--- src/rtl/tw_seq_pkg.sv ---
package tw_seq_pkg;

  localparam int DATA_W = 8;

  // register offsets
  localparam int REG_DATA  = 0;
  localparam int REG_STAT  = 1;
  localparam int REG_BUS   = 2;
  localparam int REG_CTL1  = 3;
  localparam int REG_CTL2  = 4;
  localparam int REG_STAT3 = 5;

  // control1 bits that a write never stores: start(0), stop(1), ack(4)
  localparam logic [DATA_W-1:0] CTL1_VOLATILE = 8'h13;

  typedef enum logic [2:0] {
    SQ_IDLE, SQ_SEND, SQ_RECV, SQ_NACK, SQ_STOP_RX, SQ_STOP_NACK
  } seq_state_e;

  typedef enum logic [2:0] {
    WT_NONE, WT_ADDR, WT_SEND, WT_RECV, WT_END
  } wait_e;

  typedef struct packed {
    logic mode;
    logic xmit;
    logic sdast;
    logic negack;
    logic ber;
    logic stastr;
    logic bb;
    logic busy;
    logic eob;
  } flags_t;

  typedef struct packed {
    logic data_wr;
    logic data_rd;
    logic stat_wr;
    logic bus_wr;
    logic ctl1_wr;
    logic ctl2_wr;
    logic stat3_wr;
  } sel_t;

  function automatic logic [DATA_W-1:0] pack_status(flags_t f);
    return {1'b0, f.sdast, f.ber, f.negack, f.stastr, 1'b0, f.mode, f.xmit};
  endfunction

  function automatic logic [DATA_W-1:0] pack_bus(flags_t f);
    return {6'b0, f.bb, f.busy};
  endfunction

  function automatic logic [DATA_W-1:0] ctl1_store(logic [DATA_W-1:0] v);
    return v & ~CTL1_VOLATILE;
  endfunction

endpackage

--- src/rtl/tw_seq_decode.sv ---
module tw_seq_decode
  import tw_seq_pkg::*;
#(
  parameter int ADDR_W = 3
) (
  input  logic              wr_i,
  input  logic              rd_i,
  input  logic [ADDR_W-1:0] addr_i,
  output sel_t              sel_o
);
  localparam logic [ADDR_W-1:0] A_DATA  = ADDR_W'(REG_DATA);
  localparam logic [ADDR_W-1:0] A_STAT  = ADDR_W'(REG_STAT);
  localparam logic [ADDR_W-1:0] A_BUS   = ADDR_W'(REG_BUS);
  localparam logic [ADDR_W-1:0] A_CTL1  = ADDR_W'(REG_CTL1);
  localparam logic [ADDR_W-1:0] A_CTL2  = ADDR_W'(REG_CTL2);
  localparam logic [ADDR_W-1:0] A_STAT3 = ADDR_W'(REG_STAT3);

  always_comb begin
    sel_o.data_wr  = wr_i && (addr_i == A_DATA);
    sel_o.data_rd  = rd_i && !wr_i && (addr_i == A_DATA);
    sel_o.stat_wr  = wr_i && (addr_i == A_STAT);
    sel_o.bus_wr   = wr_i && (addr_i == A_BUS);
    sel_o.ctl1_wr  = wr_i && (addr_i == A_CTL1);
    sel_o.ctl2_wr  = wr_i && (addr_i == A_CTL2);
    sel_o.stat3_wr = wr_i && (addr_i == A_STAT3);
  end
endmodule

--- src/rtl/tw_seq_engine.sv ---
module tw_seq_engine
  import tw_seq_pkg::*;
(
  input  logic              clk,
  input  logic              rst_n,
  input  sel_t              sel_i,
  input  logic [DATA_W-1:0] wdata_i,
  input  logic              bus_busy_i,
  input  logic              bus_done_i,
  input  logic              bus_ack_i,
  input  logic [DATA_W-1:0] bus_rbyte_i,
  output logic              bus_start_o,
  output logic [DATA_W-2:0] bus_tgt_o,
  output logic              bus_read_o,
  output logic              bus_send_o,
  output logic [DATA_W-1:0] bus_wbyte_o,
  output logic              bus_recv_o,
  output logic              bus_end_o,
  output logic              err_o,
  output flags_t            flags_o,
  output logic [DATA_W-1:0] data_o,
  output logic [DATA_W-1:0] ctl1_o,
  output logic [DATA_W-1:0] ctl2_o
);
  flags_t            flg, n;
  seq_state_e        st, n_st;
  wait_e             wt, n_wt;
  logic [DATA_W-1:0] data_q, n_data, ctl1_q, n_ctl1, ctl2_q, n_ctl2, wb_q, n_wb;
  logic [DATA_W-2:0] tgt_q, n_tgt;
  logic              dir_q, n_dir;
  logic              r_addr, r_send, r_recv, r_end, n_err, do_stop, avail;

  // named events for the assertions
  logic ev_start, ev_stop, ev_done;
  assign ev_start = sel_i.ctl1_wr && wdata_i[0];
  assign ev_stop  = sel_i.ctl1_wr && wdata_i[1] && !wdata_i[0];
  assign ev_done  = bus_done_i && (wt != WT_NONE);

  always_comb begin
    n = flg; n_st = st; n_wt = wt; n_data = data_q;
    n_ctl1 = ctl1_q; n_ctl2 = ctl2_q; n_tgt = tgt_q; n_dir = dir_q; n_wb = wb_q;
    r_addr = 1'b0; r_send = 1'b0; r_recv = 1'b0; r_end = 1'b0;
    n_err = 1'b0; do_stop = 1'b0; avail = 1'b0;

    // write-one-to-clear flags and plain control stores
    if (sel_i.stat_wr) begin
      if (wdata_i[5]) n.ber    = 1'b0;
      if (wdata_i[4]) n.negack = 1'b0;
      if (wdata_i[3]) n.stastr = 1'b0;
    end
    if (sel_i.bus_wr && wdata_i[1])   n.bb  = 1'b0;
    if (sel_i.stat3_wr && wdata_i[7]) n.eob = 1'b0;
    if (sel_i.ctl1_wr) n_ctl1 = ctl1_store(wdata_i);
    if (sel_i.ctl2_wr) begin
      n_ctl2 = wdata_i;
      if (!wdata_i[0]) begin
        n.eob  = 1'b0;
        n_data = '0;
      end
    end

    if (wt != WT_NONE) begin
      if (sel_i.data_wr) n_err = 1'b1;
      if (bus_done_i) begin
        n_wt = WT_NONE;
        case (wt)
          WT_ADDR: begin
            if (!bus_ack_i) begin
              n.xmit = !dir_q; n.sdast = 1'b0; n.negack = 1'b1; n_st = SQ_NACK;
            end else begin
              n.negack = 1'b0;
              if (dir_q) begin
                n_st = SQ_RECV; n.xmit = 1'b0;
                if (ctl1_q[7]) begin
                  n.stastr = 1'b1; n.sdast = 1'b1;
                end else begin
                  n.sdast = 1'b0; r_recv = 1'b1; n_wt = WT_RECV;
                end
              end else begin
                n_st = SQ_SEND; n.xmit = 1'b1; n.sdast = 1'b1;
              end
            end
          end
          WT_SEND: begin
            if (!bus_ack_i) begin
              n.sdast = 1'b0; n.negack = 1'b1; n_st = SQ_NACK;
            end else begin
              n.sdast = 1'b1;
            end
          end
          WT_RECV: begin
            n_data = bus_rbyte_i; n.sdast = 1'b1;
          end
          WT_END: begin
            n_st = SQ_IDLE; n.eob = 1'b1;
          end
          default: ;
        endcase
      end
    end else begin
      if (ev_start) begin
        avail = !bus_busy_i || (st != SQ_IDLE);
        if (avail) begin
          n.mode = 1'b1; n.xmit = 1'b1; n.sdast = 1'b1; n.busy = 1'b1;
        end else begin
          n.mode = 1'b0; n.busy = 1'b0; n.ber = 1'b1;
        end
        n.bb = 1'b1;
        n_st = SQ_IDLE;
      end else if (ev_stop && flg.mode) begin
        case (st)
          SQ_RECV, SQ_STOP_RX: n_st = SQ_STOP_RX;
          SQ_NACK:             n_st = SQ_STOP_NACK;
          default:             do_stop = 1'b1;
        endcase
      end

      if (sel_i.data_wr) begin
        if (flg.mode && st == SQ_IDLE) begin
          n_tgt = wdata_i[DATA_W-1:1]; n_dir = wdata_i[0];
          r_addr = 1'b1; n_wt = WT_ADDR; n.sdast = 1'b0;
        end else if (flg.mode && st == SQ_SEND) begin
          n_wb = wdata_i; r_send = 1'b1; n_wt = WT_SEND; n.sdast = 1'b0;
        end else begin
          n_err = 1'b1;
        end
      end

      if (sel_i.data_rd) begin
        if (st == SQ_STOP_RX) begin
          do_stop = 1'b1;
        end else if (st == SQ_RECV) begin
          r_recv = 1'b1; n_wt = WT_RECV; n.sdast = 1'b0;
        end
      end

      if (sel_i.stat_wr && wdata_i[4] && st == SQ_STOP_NACK) do_stop = 1'b1;
      if (sel_i.stat_wr && wdata_i[3] && st == SQ_RECV) begin
        r_recv = 1'b1; n_wt = WT_RECV; n.sdast = 1'b0;
      end
    end

    if (do_stop) begin
      r_end = 1'b1; n_wt = WT_END;
    end
  end

  always_ff @(posedge clk) begin
    if (!rst_n) begin
      flg <= '0; st <= SQ_IDLE; wt <= WT_NONE; data_q <= '0;
      ctl1_q <= '0; ctl2_q <= '0; tgt_q <= '0; dir_q <= 1'b0; wb_q <= '0;
      bus_start_o <= 1'b0; bus_send_o <= 1'b0; bus_recv_o <= 1'b0;
      bus_end_o <= 1'b0; err_o <= 1'b0;
    end else begin
      flg <= n; st <= n_st; wt <= n_wt; data_q <= n_data;
      ctl1_q <= n_ctl1; ctl2_q <= n_ctl2; tgt_q <= n_tgt; dir_q <= n_dir; wb_q <= n_wb;
      bus_start_o <= r_addr; bus_send_o <= r_send; bus_recv_o <= r_recv;
      bus_end_o <= r_end; err_o <= n_err;
    end
  end

  assign bus_tgt_o   = tgt_q;
  assign bus_read_o  = dir_q;
  assign bus_wbyte_o = wb_q;
  assign flags_o     = flg;
  assign data_o      = data_q;
  assign ctl1_o      = ctl1_q;
  assign ctl2_o      = ctl2_q;

  AST_NO_REQ_WHILE_WAIT: assert property (@(posedge clk) disable iff (!rst_n)
    (wt != WT_NONE && !bus_done_i) |=> !(bus_start_o || bus_send_o || bus_recv_o || bus_end_o));
  AST_START_FAIL_BER: assert property (@(posedge clk) disable iff (!rst_n)
    (ev_start && wt == WT_NONE && st == SQ_IDLE && bus_busy_i) |=> (flg.ber && !flg.mode && flg.bb));
  AST_SEND_NACK: assert property (@(posedge clk) disable iff (!rst_n)
    (ev_done && wt == WT_SEND && !bus_ack_i) |=> (st == SQ_NACK && flg.negack && !flg.sdast));
  AST_STOP_DEFER_RX: assert property (@(posedge clk) disable iff (!rst_n)
    (ev_stop && wt == WT_NONE && flg.mode && st == SQ_RECV) |=> (!bus_end_o && st == SQ_STOP_RX));
  AST_END_SETS_EOB: assert property (@(posedge clk) disable iff (!rst_n)
    (ev_done && wt == WT_END) |=> (flg.eob && st == SQ_IDLE));
  AST_BAD_WRITE_ERR: assert property (@(posedge clk) disable iff (!rst_n)
    (sel_i.data_wr && wt == WT_NONE && !(flg.mode && (st == SQ_IDLE || st == SQ_SEND)))
      |=> (err_o && !bus_start_o && !bus_send_o));
endmodule

--- src/rtl/tw_seq_rdmux.sv ---
module tw_seq_rdmux
  import tw_seq_pkg::*;
#(
  parameter int ADDR_W = 3
) (
  input  logic [ADDR_W-1:0] addr_i,
  input  flags_t            flags_i,
  input  logic [DATA_W-1:0] data_i,
  input  logic [DATA_W-1:0] ctl1_i,
  input  logic [DATA_W-1:0] ctl2_i,
  output logic [DATA_W-1:0] rdata_o
);
  always_comb begin
    case (int'(addr_i))
      REG_DATA:  rdata_o = data_i;
      REG_STAT:  rdata_o = pack_status(flags_i);
      REG_BUS:   rdata_o = pack_bus(flags_i);
      REG_CTL1:  rdata_o = ctl1_i;
      REG_CTL2:  rdata_o = ctl2_i;
      REG_STAT3: rdata_o = {flags_i.eob, {(DATA_W-1){1'b0}}};
      default:   rdata_o = '0;
    endcase
  end
endmodule

--- src/rtl/tw_seq.sv ---
module tw_seq
  import tw_seq_pkg::*;
#(
  parameter int ADDR_W = 3
) (
  input  logic              clk,
  input  logic              rst_n,
  input  logic              sw_wr_i,
  input  logic              sw_rd_i,
  input  logic [ADDR_W-1:0] sw_addr_i,
  input  logic [7:0]        sw_wdata_i,
  output logic [7:0]        sw_rdata_o,
  output logic              err_o,
  input  logic              bus_busy_i,
  output logic              bus_start_o,
  output logic [6:0]        bus_tgt_o,
  output logic              bus_read_o,
  output logic              bus_send_o,
  output logic [7:0]        bus_wbyte_o,
  output logic              bus_recv_o,
  output logic              bus_end_o,
  input  logic              bus_done_i,
  input  logic              bus_ack_i,
  input  logic [7:0]        bus_rbyte_i
);
  sel_t              sel;
  flags_t            flags;
  logic [DATA_W-1:0] data_q, ctl1_q, ctl2_q;

  tw_seq_decode #(.ADDR_W(ADDR_W)) u_decode (
    .wr_i(sw_wr_i), .rd_i(sw_rd_i), .addr_i(sw_addr_i), .sel_o(sel)
  );

  tw_seq_engine u_engine (
    .clk(clk), .rst_n(rst_n), .sel_i(sel), .wdata_i(sw_wdata_i),
    .bus_busy_i(bus_busy_i), .bus_done_i(bus_done_i), .bus_ack_i(bus_ack_i),
    .bus_rbyte_i(bus_rbyte_i), .bus_start_o(bus_start_o), .bus_tgt_o(bus_tgt_o),
    .bus_read_o(bus_read_o), .bus_send_o(bus_send_o), .bus_wbyte_o(bus_wbyte_o),
    .bus_recv_o(bus_recv_o), .bus_end_o(bus_end_o), .err_o(err_o),
    .flags_o(flags), .data_o(data_q), .ctl1_o(ctl1_q), .ctl2_o(ctl2_q)
  );

  tw_seq_rdmux #(.ADDR_W(ADDR_W)) u_rdmux (
    .addr_i(sw_addr_i), .flags_i(flags), .data_i(data_q),
    .ctl1_i(ctl1_q), .ctl2_i(ctl2_q), .rdata_o(sw_rdata_o)
  );
endmodule

--- config.mk ---
export PLATFORM = sky130hd
export DESIGN_NAME = tw_seq
export DESIGN_NICKNAME = d
export VERILOG_FILES = /design/src/rtl/tw_seq_pkg.sv /design/src/rtl/tw_seq_decode.sv /design/src/rtl/tw_seq_engine.sv /design/src/rtl/tw_seq_rdmux.sv /design/src/rtl/tw_seq.sv
export SDC_FILE = /design/constraint.sdc
export NUM_CORES = 1
export LEC_CHECK = 0
export BUFFER_PORTS_ARGS = -buffer_cell sky130_fd_sc_hd__buf_2
export CORE_MARGIN = 2
export CORE_UTILIZATION = 55
export DETAILED_ROUTE_END_ITERATION = 16
export PLACE_DENSITY = 0.91
export RECOVER_POWER = 100
export SLEW_MARGIN = 20
export SYNTH_ARGS = -nofsm -noshare
export SYNTH_HDL_FRONTEND = slang
export SYNTH_SLANG_ARGS = --single-unit
--- constraint.sdc ---
create_clock -name clk -period 3.14 [get_ports clk]
set_input_delay 0.628 -clock clk [delete_from_list [all_inputs] [get_ports clk]]
set_output_delay 0.628 -clock clk [all_outputs]
set_load 0.01 [all_outputs]
Word level (Yosys, flattened, before mapping)
Cells that the tools add are included.
- shift-type cells: 0
- div/mod/pow operators: 0
- multipliers: 0
- bitwise logic cells: 4
- equality and inequality tests: 20
- reduce and logical (&&, ||, !) cells: 44
- add/sub/neg operators: 0
- mux-type cells: 97
- magnitude comparators: 0
- operators with widths (cell ; number):
    3-bit 2-to-1 mux ; 22
    1-bit 2-to-1 mux ; 57
    8-bit one-hot mux with 6 select lines ; 1
    8-bit 2-to-1 mux ; 5
    1-bit logical AND ; 20
    3-bit by 2-bit == test with 1-bit output, second input constant ; 6
    2-bit 2-to-1 mux ; 8
    3-bit == test, second input constant ; 5
    3-bit by 1-bit == test with 1-bit output, second input constant ; 3
    3-bit one-hot mux with 3 select lines ; 1
    3-bit nonzero test ; 3
    4-bit inequality test, second input constant ; 2
    4-bit AND reduction ; 2
    3-bit zero test ; 2
    3-bit one-hot mux with 2 select lines ; 1
    3-bit OR reduction ; 2
    5-bit AND reduction ; 1
    1-bit zero test ; 4
    2-bit inequality test, second input constant ; 2
    1-bit inverter ; 4
    2-bit AND reduction ; 2
    2-bit nonzero test ; 2
    4-bit nonzero test ; 1
    2-bit OR reduction ; 2
    other kinds (7) ; 7
- register bits after elaboration: 56
- latch bits: 0
- word-level logic and storage cells: 187
- ROM bits: 0
- memory bits (writable): 0
- output and inout port bits: 29
- memories kept: 0

Longest topological paths before layout
Gate-level depths: netlist (run 1).
- depth after elaboration: 12
- depth in mapped cells: 7

Cells and area by module
Synthesis (run 1) repeated with hierarchy kept, for this count alone.
- cells, all modules: 307
- area, all modules: 2697.6 µm²
- by module, submodules not included (module ; area each (µm²) ; times used ; cells each):
    tw_seq_engine ; 2337.2 ; 1 ; 259
    tw_seq_rdmux ; 295.3 ; 1 ; 37
    tw_seq_decode ; 65.1 ; 1 ; 11

Worst setup path after synthesis (run 1)
Ideal clock, no wire load.
- path kind: input to output
- start point: in sw_addr_i[0]
- end point: out sw_rdata_o[0]
- setup slack: 0.984 ns
- arrival time: 1.528 ns
- required time: 2.512 ns
- buffers on the path: 2
- stages on the path: 5
- cells stage by stage: buf_6 buf_2 nor2_1 a21oi_1 o21ai_0
- longest elaborated chain between the ends: 2
- elaborated cells on any way between the ends: 7
- those cells by class: eq/ne: 5; mux: 1; reduce/logical: 1
- RTL lines (item ; RTL line ; source):
    start, declared ; tw_seq.sv:10 ; input logic [ADDR_W-1:0] sw_addr_i,
    3-bit == test, or another cell as far along ; tw_seq_rdmux.sv:14 ; case (int'(addr_i))
    8-bit one-hot mux with 6 select lines * ; tw_seq_rdmux.sv:14 ;
    end, declared ; tw_seq.sv:12 ; output logic [7:0] sw_rdata_o,
Mark *: on every way between the ends. The rest lies on a longest branch, timed or not.

Worst setup path in the final report (run 1)
- start point: in sw_addr_i[0]
- end point: out sw_rdata_o[7]
Same word-level chain as after synthesis.

==> results of run 1 <==
[kinds of logic after synthesis]
group / count (synthesis)
AND/OR/NAND/NOR: 139
AO/OA/AOI/OAI: 61
adder cells (fa/ha/maj): 1
multiplexers: 30
flip-flops: 56
XOR/XNOR: 1
buffers and inverters: 27
[placed cells by master, fill, tap and decap left out, drive strengths merged, types with 5 or more instances in the layout]
cell type and instances:
nor2 42, inv 7, mux2i 30, o21ai 8, nand2 44, clkbuf 36, nor3 8, a21oi 32
nand3 15, buf 26, dfxtp 56, nand2b 5
[cell type report]
| cell class | instances | area (sq um) | share of cell area (%) |
|---|---|---|---|
| sequential | 56 | 1120 | 38.1 |
| clock inverter | 3 | 28.8 | 0.979 |
| timing repair buffer | 57 | 251 | 8.55 |
| inverter | 5 | 18.8 | 0.638 |
| clock buffer | 5 | 68.8 | 2.34 |
| tap | 54 | 67.6 | 2.30 |
| multi-input combinational | 232 | 1380 | 47.1 |
[per-layer routing]
metal,part of all wire (%),vias up
met5,0,-
met1,42,1113
li1,-,1185
met2,46,121
met4,2.6,0
met3,9.2,22
[worst register-to-register path: cells and delay by family, from the launching register on]
kind | cells | cell delay [ps]
AND/OR/NAND/NOR | 3 | 790
flip-flops | 1 | 620
AO/OA/AOI/OAI | 2 | 430
[stage by stage]
| step | util [%] | hold slack [ps] | instances | power [mW] |
|---|---|---|---|---|
| after CTS | 64.1 | 463 | 412 | 1.24 |
| final | 62.7 | 464 | 412 | 1.24 |
| after floorplan | - | 436 | 315 | 0.792 |
| after detailed placement | 62.0 | 448 | 404 | 0.826 |
| after global placement | 62.0 | 443 | 404 | 0.824 |
| after global routing | 62.7 | 485 | 412 | 1.28 |
[worst paths after layout]
check,end,depth (start not counted)
worst max-delay path,sw_rdata_o[7],5
worst min-delay path,u_engine.ctl2_o[1],2
worst max register to register,u_engine.wt[1],5
worst min register to register,u_engine.ctl2_o[1],2
[sequential cells by signal, summed over array words and instances (netlist names)]
register              count
u_engine.bus_start_o      1
u_engine.flags_o          8
u_engine.err_o            1
u_engine.bus_read_o       1
u_engine.wt               3
u_engine.st               3
u_engine.bus_recv_o       1
u_engine.bus_tgt_o        7
u_engine.ctl1_o           5
u_engine.ctl2_o           8
u_engine.bus_send_o       1
u_engine.bus_end_o        1
u_engine.bus_wbyte_o      8
u_engine.data_o           8
[power by group]
| part | switching [mW] | internal, mW |
|---|---|---|
| sequential | 0.00400 | 0.715 |
| combinational | 0.0593 | 0.0295 |
| clock | 0.260 | 0.169 |
| total | 0.323 | 0.914 |
==> results.py, run 1 <==
metrics = {
    "status": {
        "outcome": "finished clean",
    },
    "synthesis": {
        "synthTopCellsByArea": "dfxtp_1 (42%), mux2i_1 (11%), nand2_1 (6.2%), a21oi_1 (5.8%), nor2_1 (5.8%)",
        "yosys.area.top_type_share_pct": 42.0,
        "seq_area_frac_synth_pct": 42.0,
        "syn_nets": 341,
        "synth_xor_area_share_pct": 0.328,
        "ys_types": 53,
        "synth_top_family_by_area": "simple AND/OR/NAND/NOR gates",
        "ys.flop_type": "dfxtp_1",
        "synthesis.area_sq_um": 2670,
        "synth-edff-count": 0,
        "synth_fa_ha_area_share_pct": 0.375,
        "avgSynthCellArea_sq_um": 8.48,
        "async_flop_share_pct": 0,
        "ys_warn_count": 0,
        "yosysMostFrequentCell": "dfxtp_1",
        "synth.area.mux_share_pct": 11.2,
        "synthSimpleGateAreaFrac_pct": 26.7,
        "synth_top_cell_by_area": "dfxtp_1",
        "synth_compound_gate_area_share_pct": 14.2,
        "synth.ff_latch_count": 56,
        "synth_common_cells": "dfxtp_1 (56), nand2_1 (44), nor2_1 (41), a21oi_1 (31), mux2i_1 (30)",
        "synth_cells": 315,
    },
    "cts": {
        "ctsHoldBuffers": 0,
        "insertion_delay_ps": 320,
        "cts-buffers-inserted": 5,
        "cts_buffer_depth": 2,
        "cts_setup_buffers": 0,
        "cts_root_buf": "clkbuf_8",
        "ctsHtreeMaxLevel": 2,
        "cts_resized": 0,
        "cts_tree": "built",
        "cts.sinks": 56,
        "clk_pin_slew_ps": 110,
    },
    "power_and_ir_drop": {
        "peakVddDrop_mv": 0.315,
        "leakage_nw": 1.12,
        "powerDensity_nw_per_um2": 421,
    },
    "floorplanning": {
        "die_height_um": 73.7,
        "coreArea_sq_um": 4690,
        "num_rows": 25,
        "die_area_sq_um": 5430,
        "die_w_um": 73.7,
        "start_util_pct": 56.9,
        "num_io_pins": 55,
    },
    "drt": {
        "wl_um": 6580,
        "drtIter0Drc": 225,
        "drc": 0,
        "vias": 2441,
        "wire_per_inst_um": 16.0,
        "vias_per_cell": 5.92,
        "drtPass1Iterations": 5,
        "final_antenna_net_count": 0,
    },
    "worst_hold_path": {
        "min_path_type": "reg2reg",
        "min_from": "u_engine.ctl2_o[1]",
    },
    "timing": {
        "min_period_ps": 2480,
        "setup_violations": 0,
        "hold_viol": 0,
        "min_period_over_period_pct": 79.0,
        "tightest_slew_ps": 1310,
        "slew_viol_final": 0,
        "fin_ws_ps": 658,
        "max_slew_margin_pct": 12.6,
        "finalSetupTns_ps": 0,
        "rsz0062_at_grt": "no",
        "fin_skew_ps": 15.0,
        "max_freq_ghz": 0.403,
    },
    "layout": {
        "area_growth_pct": 10.1,
        "fin_area_sq_um": 2940,
        "fin_nets": 383,
        "nFillCells": 417,
        "drive_gt1_share_pct": 11.7,
        "antenna_cells": 0,
    },
    "placement": {
        "portBuffers": 54,
        "gp_congestion": 0.867,
        "placedInstanceArea_sq_um": 2910,
        "hpwl_um": 4620,
        "place_ws_ps": 709,
    },
    "critical_path": {
        "cp_max_fo": 21,
        "cp_top_family": "simple AND/OR/NAND/NOR gates",
        "path_class": "in2out",
        "required_ps": 2510,
        "reg2reg_from": "u_engine.wt[0]",
        "startpoint_type": "input pin",
        "worstPathArrival_ps": 1850,
        "crit_start": "sw_addr_i[0]",
        "reg2reg_slack_ps": 1200,
        "critPathSlowestCell": "and3b_1",
        "end_kind": "output port",
        "cp_slowest_stage_delay_ps": 460,
        "path_buf_inv": 2,
        "worstPathCellList": "buf_2 > and3b_1 > nand2_1 > o21ai_0 > clkbuf_1",
    },
    "global_route": {
        "grtUsageMet1_pct": 33.6,
        "grt_max_degree": 32,
        "grt_pass1_wl_um": 10400,
        "first_global_vias": 2205,
        "gr-usage-met2_pct": 39.4,
        "antenna_found_initial": 0,
        "track_usage_pct": 25.3,
        "grt_overflow": 0,
        "grtUsageMet3_pct": 6.58,
        "grt_busiest_layer": "met2",
    },
    "job": {
        "drv_cap": 0,
    },
}
(Power assumes the default switching activity.)
==> inputs of run 2 (changes only) <==
--- a/config.mk
+++ b/config.mk
@@ -7,9 +7,9 @@
 export LEC_CHECK = 0
 export BUFFER_PORTS_ARGS = -buffer_cell sky130_fd_sc_hd__buf_2
 export CORE_MARGIN = 2
-export CORE_UTILIZATION = 55
+export CORE_UTILIZATION = 49
 export DETAILED_ROUTE_END_ITERATION = 16
-export PLACE_DENSITY = 0.91
+export PLACE_DENSITY = 0.86
 export RECOVER_POWER = 100
 export SLEW_MARGIN = 20
 export SYNTH_ARGS = -nofsm -noshare
==> constraint.sdc (replaced) <==
create_clock -name clk -period 2.05 [get_ports clk]
set_input_delay 0.41 -clock clk [delete_from_list [all_inputs] [get_ports clk]]
set_output_delay 0.41 -clock clk [all_outputs]
set_load 0.01 [all_outputs]
==> run 2 against run 1 <==
Against the previous run: first-iteration DRC count grew 60%; die area rose by 12%; global-route usage decreased by 2.0 points; non-clock buffer count up 9; total power grew 55%; critical endpoint unchanged.
==> results.py, run 2 (same netlist as run 1, synthesis figures left out) <==
metrics = {
    "status": {
        "outcome": "finished clean",
    },
    "critical_path": {
        "worstPathArrival_ps": 1530,
        "worstPathCellList": "buf_2 > and3b_2 > nand2_1 > o21ai_0 > clkbuf_2",
        "critPathSlowestCell": "buf_2",
        "end_kind": "output port",
        "required_ps": 1640,
        "startpoint_type": "input pin",
        "path_class": "in2out",
        "cp_top_family": "buffers and inverters",
        "cp_max_fo": 21,
        "cp_slowest_stage_delay_ps": 390,
        "path_buf_inv": 2,
    },
    "drt": {
        "wire_per_inst_um": 15.2,
        "drc": 0,
        "drtIter0Drc": 360,
        "wl_um": 6640,
        "drtPass1Iterations": 4,
        "final_antenna_net_count": 0,
        "vias": 2451,
        "vias_per_cell": 5.61,
    },
    "cts": {
        "ctsHoldBuffers": 0,
        "cts_root_buf": "clkbuf_8",
        "cts_setup_buffers": 0,
        "cts-buffers-inserted": 5,
        "cts.sinks": 56,
        "cts_tree": "built",
        "cts_buffer_depth": 2,
        "clk_pin_slew_ps": 110,
        "ctsHtreeMaxLevel": 2,
        "insertion_delay_ps": 320,
    },
    "timing": {
        "hold_viol": 0,
        "slew_viol_final": 0,
        "min_period_over_period_pct": 94.5,
        "finalSetupTns_ps": 0,
        "tightest_slew_ps": 706,
        "max_slew_margin_pct": 52.9,
        "setup_violations": 0,
        "max_freq_ghz": 0.516,
        "rsz0062_at_grt": "no",
        "min_period_ps": 1940,
        "fin_skew_ps": 7.02,
    },
    "floorplanning": {
        "die_height_um": 77.8,
        "num_rows": 26,
        "die_area_sq_um": 6060,
        "die_w_um": 77.8,
        "coreArea_sq_um": 5170,
        "num_io_pins": 55,
        "start_util_pct": 51.6,
    },
    "job": {
        "drv_cap": 0,
    },
    "worst_hold_path": {
        "min_path_type": "in2reg",
    },
    "global_route": {
        "grt_overflow": 0,
        "grt_max_degree": 22,
        "grt_pass1_wl_um": 11100,
        "first_global_vias": 2296,
        "antenna_found_initial": 0,
        "track_usage_pct": 23.3,
    },
    "layout": {
        "final-seq-area_sq_um": 1120,
        "area_growth_pct": 14.3,
        "multi_input_area_sq_um": 1400,
        "nFillCells": 470,
        "antenna_cells": 0,
        "drive_gt1_share_pct": 15.8,
        "fin_nets": 392,
        "final_common_cell": "dfxtp_1",
        "layout_common_cells": "dfxtp_1 (56), nand2_1 (44), nor2_1 (41)",
    },
    "power_and_ir_drop": {
        "peakVddDrop_mv": 0.407,
        "power_mw": 1.91,
        "powerDensity_nw_per_um2": 626,
        "leakage_nw": 1.19,
    },
    "placement": {
        "hpwl_um": 4830,
        "gp_congestion": 0.932,
        "portBuffers": 54,
    },
}
## run 2: cell type report
cell class,instances,area share (%)
flip-flops and latches,56,36.7
well taps,70,2.87
clock inverters,3,0.943
inverters,5,0.615
multi-input cells,232,45.9
repair buffers,66,10.7
clock buffers,5,2.26
## run 2: what timing repair did
item,CTS,global route
resized for setup,0,1
setup endpoints to repair,0,4
hold endpoints to repair,0,0
## run 2: worst min-delay path: cells and delay by family
kind            cells  cell delay [ps]
compound gates      1               50
buf+inv             1               90
simple gates        1               40
## run 2: worst paths after layout
check	end	startpoint	slack [ps]	depth (start not counted)
min reg2reg	u_engine.ctl2_o[7]	u_engine.ctl2_o[7]	470	2
max reg2reg	u_engine.bus_tgt_o[0]	u_engine.wt[2]	130	6
min	u_engine.data_o[6]	bus_rbyte_i[6]	310	3
max	sw_rdata_o[7]	sw_addr_i[0]	110	5
## run 2: power by group
group	internal (mW)	switching [mW]	leakage [nW]
Sequential	1.10	0.00593	0.452
Combinational	0.0507	0.0948	0.685
Clock	0.259	0.406	0.0511
## run 2: layer usage
| metal | track usage (%) | vias up | wire [um] |
|---|---|---|---|
| met2 | 35.9 | 100 | 3010 |
| li1 | - | 1199 | - |
| met5 | 0 | - | 0 |
| met1 | 32.4 | 1138 | 2890 |
| met4 | 7.86 | 0 | 144 |
| met3 | 4.77 | 14 | 592 |
## run 2: per-stage QoR
| stage | setup WS, ps | instance area [sq um] | utilization (%) | hold slack (ps) | instances |
|---|---|---|---|---|---|
| 4_1_cts | 73.0 | 3110 | 60.1 | 304 | 437 |
| 2_1_floorplan | 330 | 2670 | - | 436 | 315 |
| 6_report | 112 | 3050 | 59.0 | 312 | 437 |
| 3_5_place_dp | 74.0 | 3010 | 58.2 | 448 | 429 |
| 3_3_place_gp | 76.8 | 3010 | 58.2 | 444 | 429 |
| 5_1_grt | 10.6 | 3050 | 59.0 | 322 | 437 |
==> inputs of run 3 (changes only) <==
--- a/config.mk
+++ b/config.mk
@@ -9,8 +9,9 @@
 export CORE_MARGIN = 2
 export CORE_UTILIZATION = 49
 export DETAILED_ROUTE_END_ITERATION = 16
-export PLACE_DENSITY = 0.86
+export PLACE_DENSITY = 0.75
 export RECOVER_POWER = 100
+export SKIP_CTS_REPAIR_TIMING = 1
 export SLEW_MARGIN = 20
 export SYNTH_ARGS = -nofsm -noshare
 export SYNTH_HDL_FRONTEND = slang
==> run 3 against run 2 <==
Against the previous run: register-to-register slack better by 160 ps; fmax increased by 5.0%; global-route usage shrank 1.0 points; critical path type unchanged; clock skew barely moved; clock power increased by 8.1%; hold slack better by 11 ps; die area is the same; combinational power is 3% higher; sequential cell count is the same; cell count up 0.69%.
==> results.py, run 3 (same netlist as run 1, synthesis figures left out) <==
metrics = {
    "worst_hold_path": {
        "min_path_type": "in2reg",
        "holdPathStages": 3,
    },
    "timing": {
        "max_slew_margin_pct": 64.5,
        "tightest_slew_ps": 527,
        "hold-worst-slack_ps": 324,
        "fin_skew_ps": 7.45,
        "min_period_over_period_pct": 90.1,
        "slew_viol_final": 0,
        "min_period_ps": 1850,
        "hold_viol": 0,
        "setup_violations": 0,
        "finalSetupTns_ps": 0,
        "rsz0062_at_grt": "no",
        "max_freq_ghz": 0.542,
    },
    "floorplanning": {
        "coreArea_sq_um": 5170,
        "die_height_um": 77.8,
        "num_io_pins": 55,
        "die_w_um": 77.8,
        "die_area_sq_um": 6060,
        "start_util_pct": 51.6,
        "num_rows": 26,
    },
    "critical_path": {
        "crit_start": "sw_addr_i[0]",
        "r2r-end": "u_engine.wt[0]",
        "worstPathArrival_ps": 1440,
        "startpoint_type": "input pin",
        "end_kind": "output port",
        "reg2reg_from": "u_engine.wt[2]",
        "cp_max_fo": 21,
        "path_class": "in2out",
        "rr_worst_depth": 6,
        "reg2reg_slack_ps": 290,
        "required_ps": 1640,
        "cp-endpoint": "sw_rdata_o[7]",
    },
    "layout": {
        "nFillCells": 480,
        "final_common_cell": "dfxtp_1",
        "fin_nets": 395,
        "layout_common_cells": "dfxtp_1 (56), nand2_1 (44), nor2_1 (41)",
        "drive_gt1_share_pct": 14.9,
        "antenna_cells": 0,
        "area_growth_pct": 15.4,
    },
    "global_route": {
        "antenna_found_initial": 0,
        "grt_max_degree": 34,
        "grt_overflow": 0,
        "grt_pass1_wl_um": 10700,
        "track_usage_pct": 22.2,
        "first_global_vias": 2233,
    },
    "cts": {
        "clk_pin_slew_ps": 100,
        "cts_buffer_depth": 2,
        "insertion_delay_ps": 310,
        "cts-buffers-inserted": 5,
        "cts.sinks": 56,
        "cts_tree": "built",
        "ctsHtreeMaxLevel": 2,
        "cts_root_buf": "clkbuf_8",
    },
    "drt": {
        "drtIter0Drc": 267,
        "wl_um": 6530,
        "vias": 2406,
        "drtPass1Iterations": 4,
        "vias_per_cell": 5.47,
        "wire_per_inst_um": 14.8,
        "final_antenna_net_count": 0,
        "drc": 0,
    },
    "placement": {
        "gp_congestion": 0.917,
        "hpwl_um": 4830,
        "portBuffers": 54,
    },
    "job": {
        "drv_cap": 0,
    },
    "status": {
        "outcome": "finished clean",
    },
    "power_and_ir_drop": {
        "powerDensity_nw_per_um2": 640,
        "leakage_nw": 1.19,
        "peakVddDrop_mv": 0.464,
    },
}
-- run 3: cell count changes in the layout (fill, tap and decap cells not counted), sizes merged --
cell / change
clkbuf: -1
buf: +4
clkinvlp: +1
inv: -3
clkinv: +1
bufinv: +1
-- run 3: how the worst min path moves through the flow --
stage	from	to	slack [ps]
5_1_grt	bus_rbyte_i[1]	u_engine.data_o[1]	310
2_1_floorplan	u_engine.ctl2_o[7]	u_engine.ctl2_o[7]	440
3_5_place_dp	u_engine.ctl2_o[4]	u_engine.ctl2_o[4]	450
6_report	bus_rbyte_i[6]	u_engine.data_o[6]	320
4_1_cts	bus_rbyte_i[6]	u_engine.data_o[6]	320
3_3_place_gp	u_engine.ctl2_o[5]	u_engine.ctl2_o[5]	440
-- run 3: final cells by class --
type | instances | area [sq um] | share of cell area, %
multi-input cells | 232 | 1390 | 45.1
clock inverters | 3 | 42.5 | 1.38
inverters | 5 | 18.8 | 0.609
well taps | 70 | 87.6 | 2.84
repair buffers | 69 | 352 | 11.4
flip-flops and latches | 56 | 1120 | 36.4
clock buffers | 5 | 68.8 | 2.23
-- run 3: stage by stage --
stage | cells | util (%) | instance area [sq um] | setup slack, ps | power, mW
after floorplan | 315 | - | 2670 | 330 | 1.21
after global placement | 432 | 58.6 | 3030 | 78.6 | 1.27
after detailed placement | 432 | 58.6 | 3030 | 90.7 | 1.28
after CTS | 440 | 60.8 | 3140 | 66.2 | 1.98
after global routing | 440 | 59.6 | 3080 | 106 | 2.04
final | 440 | 59.6 | 3080 | 204 | 1.97
-- run 3: metal layers --
layer,part of all wire (%),track usage [%]
met1,48,32.1
met2,44,32.8
met3,6.9,5.23
met4,1.4,6.79
met5,0,0
-- run 3: power by group --
part	switching (mW)	internal [mW]
Clock	0.357	0.362
Sequential	0.00584	1.10
Combinational	0.0946	0.0554
-- run 3: worst max-delay path, cell delays in order --
cell	delay (ps)
clkbuf_4	290
mux2i_1	150
nor2_1	120
a21oi_1	40
o21ai_0	230
clkbuf_1	190
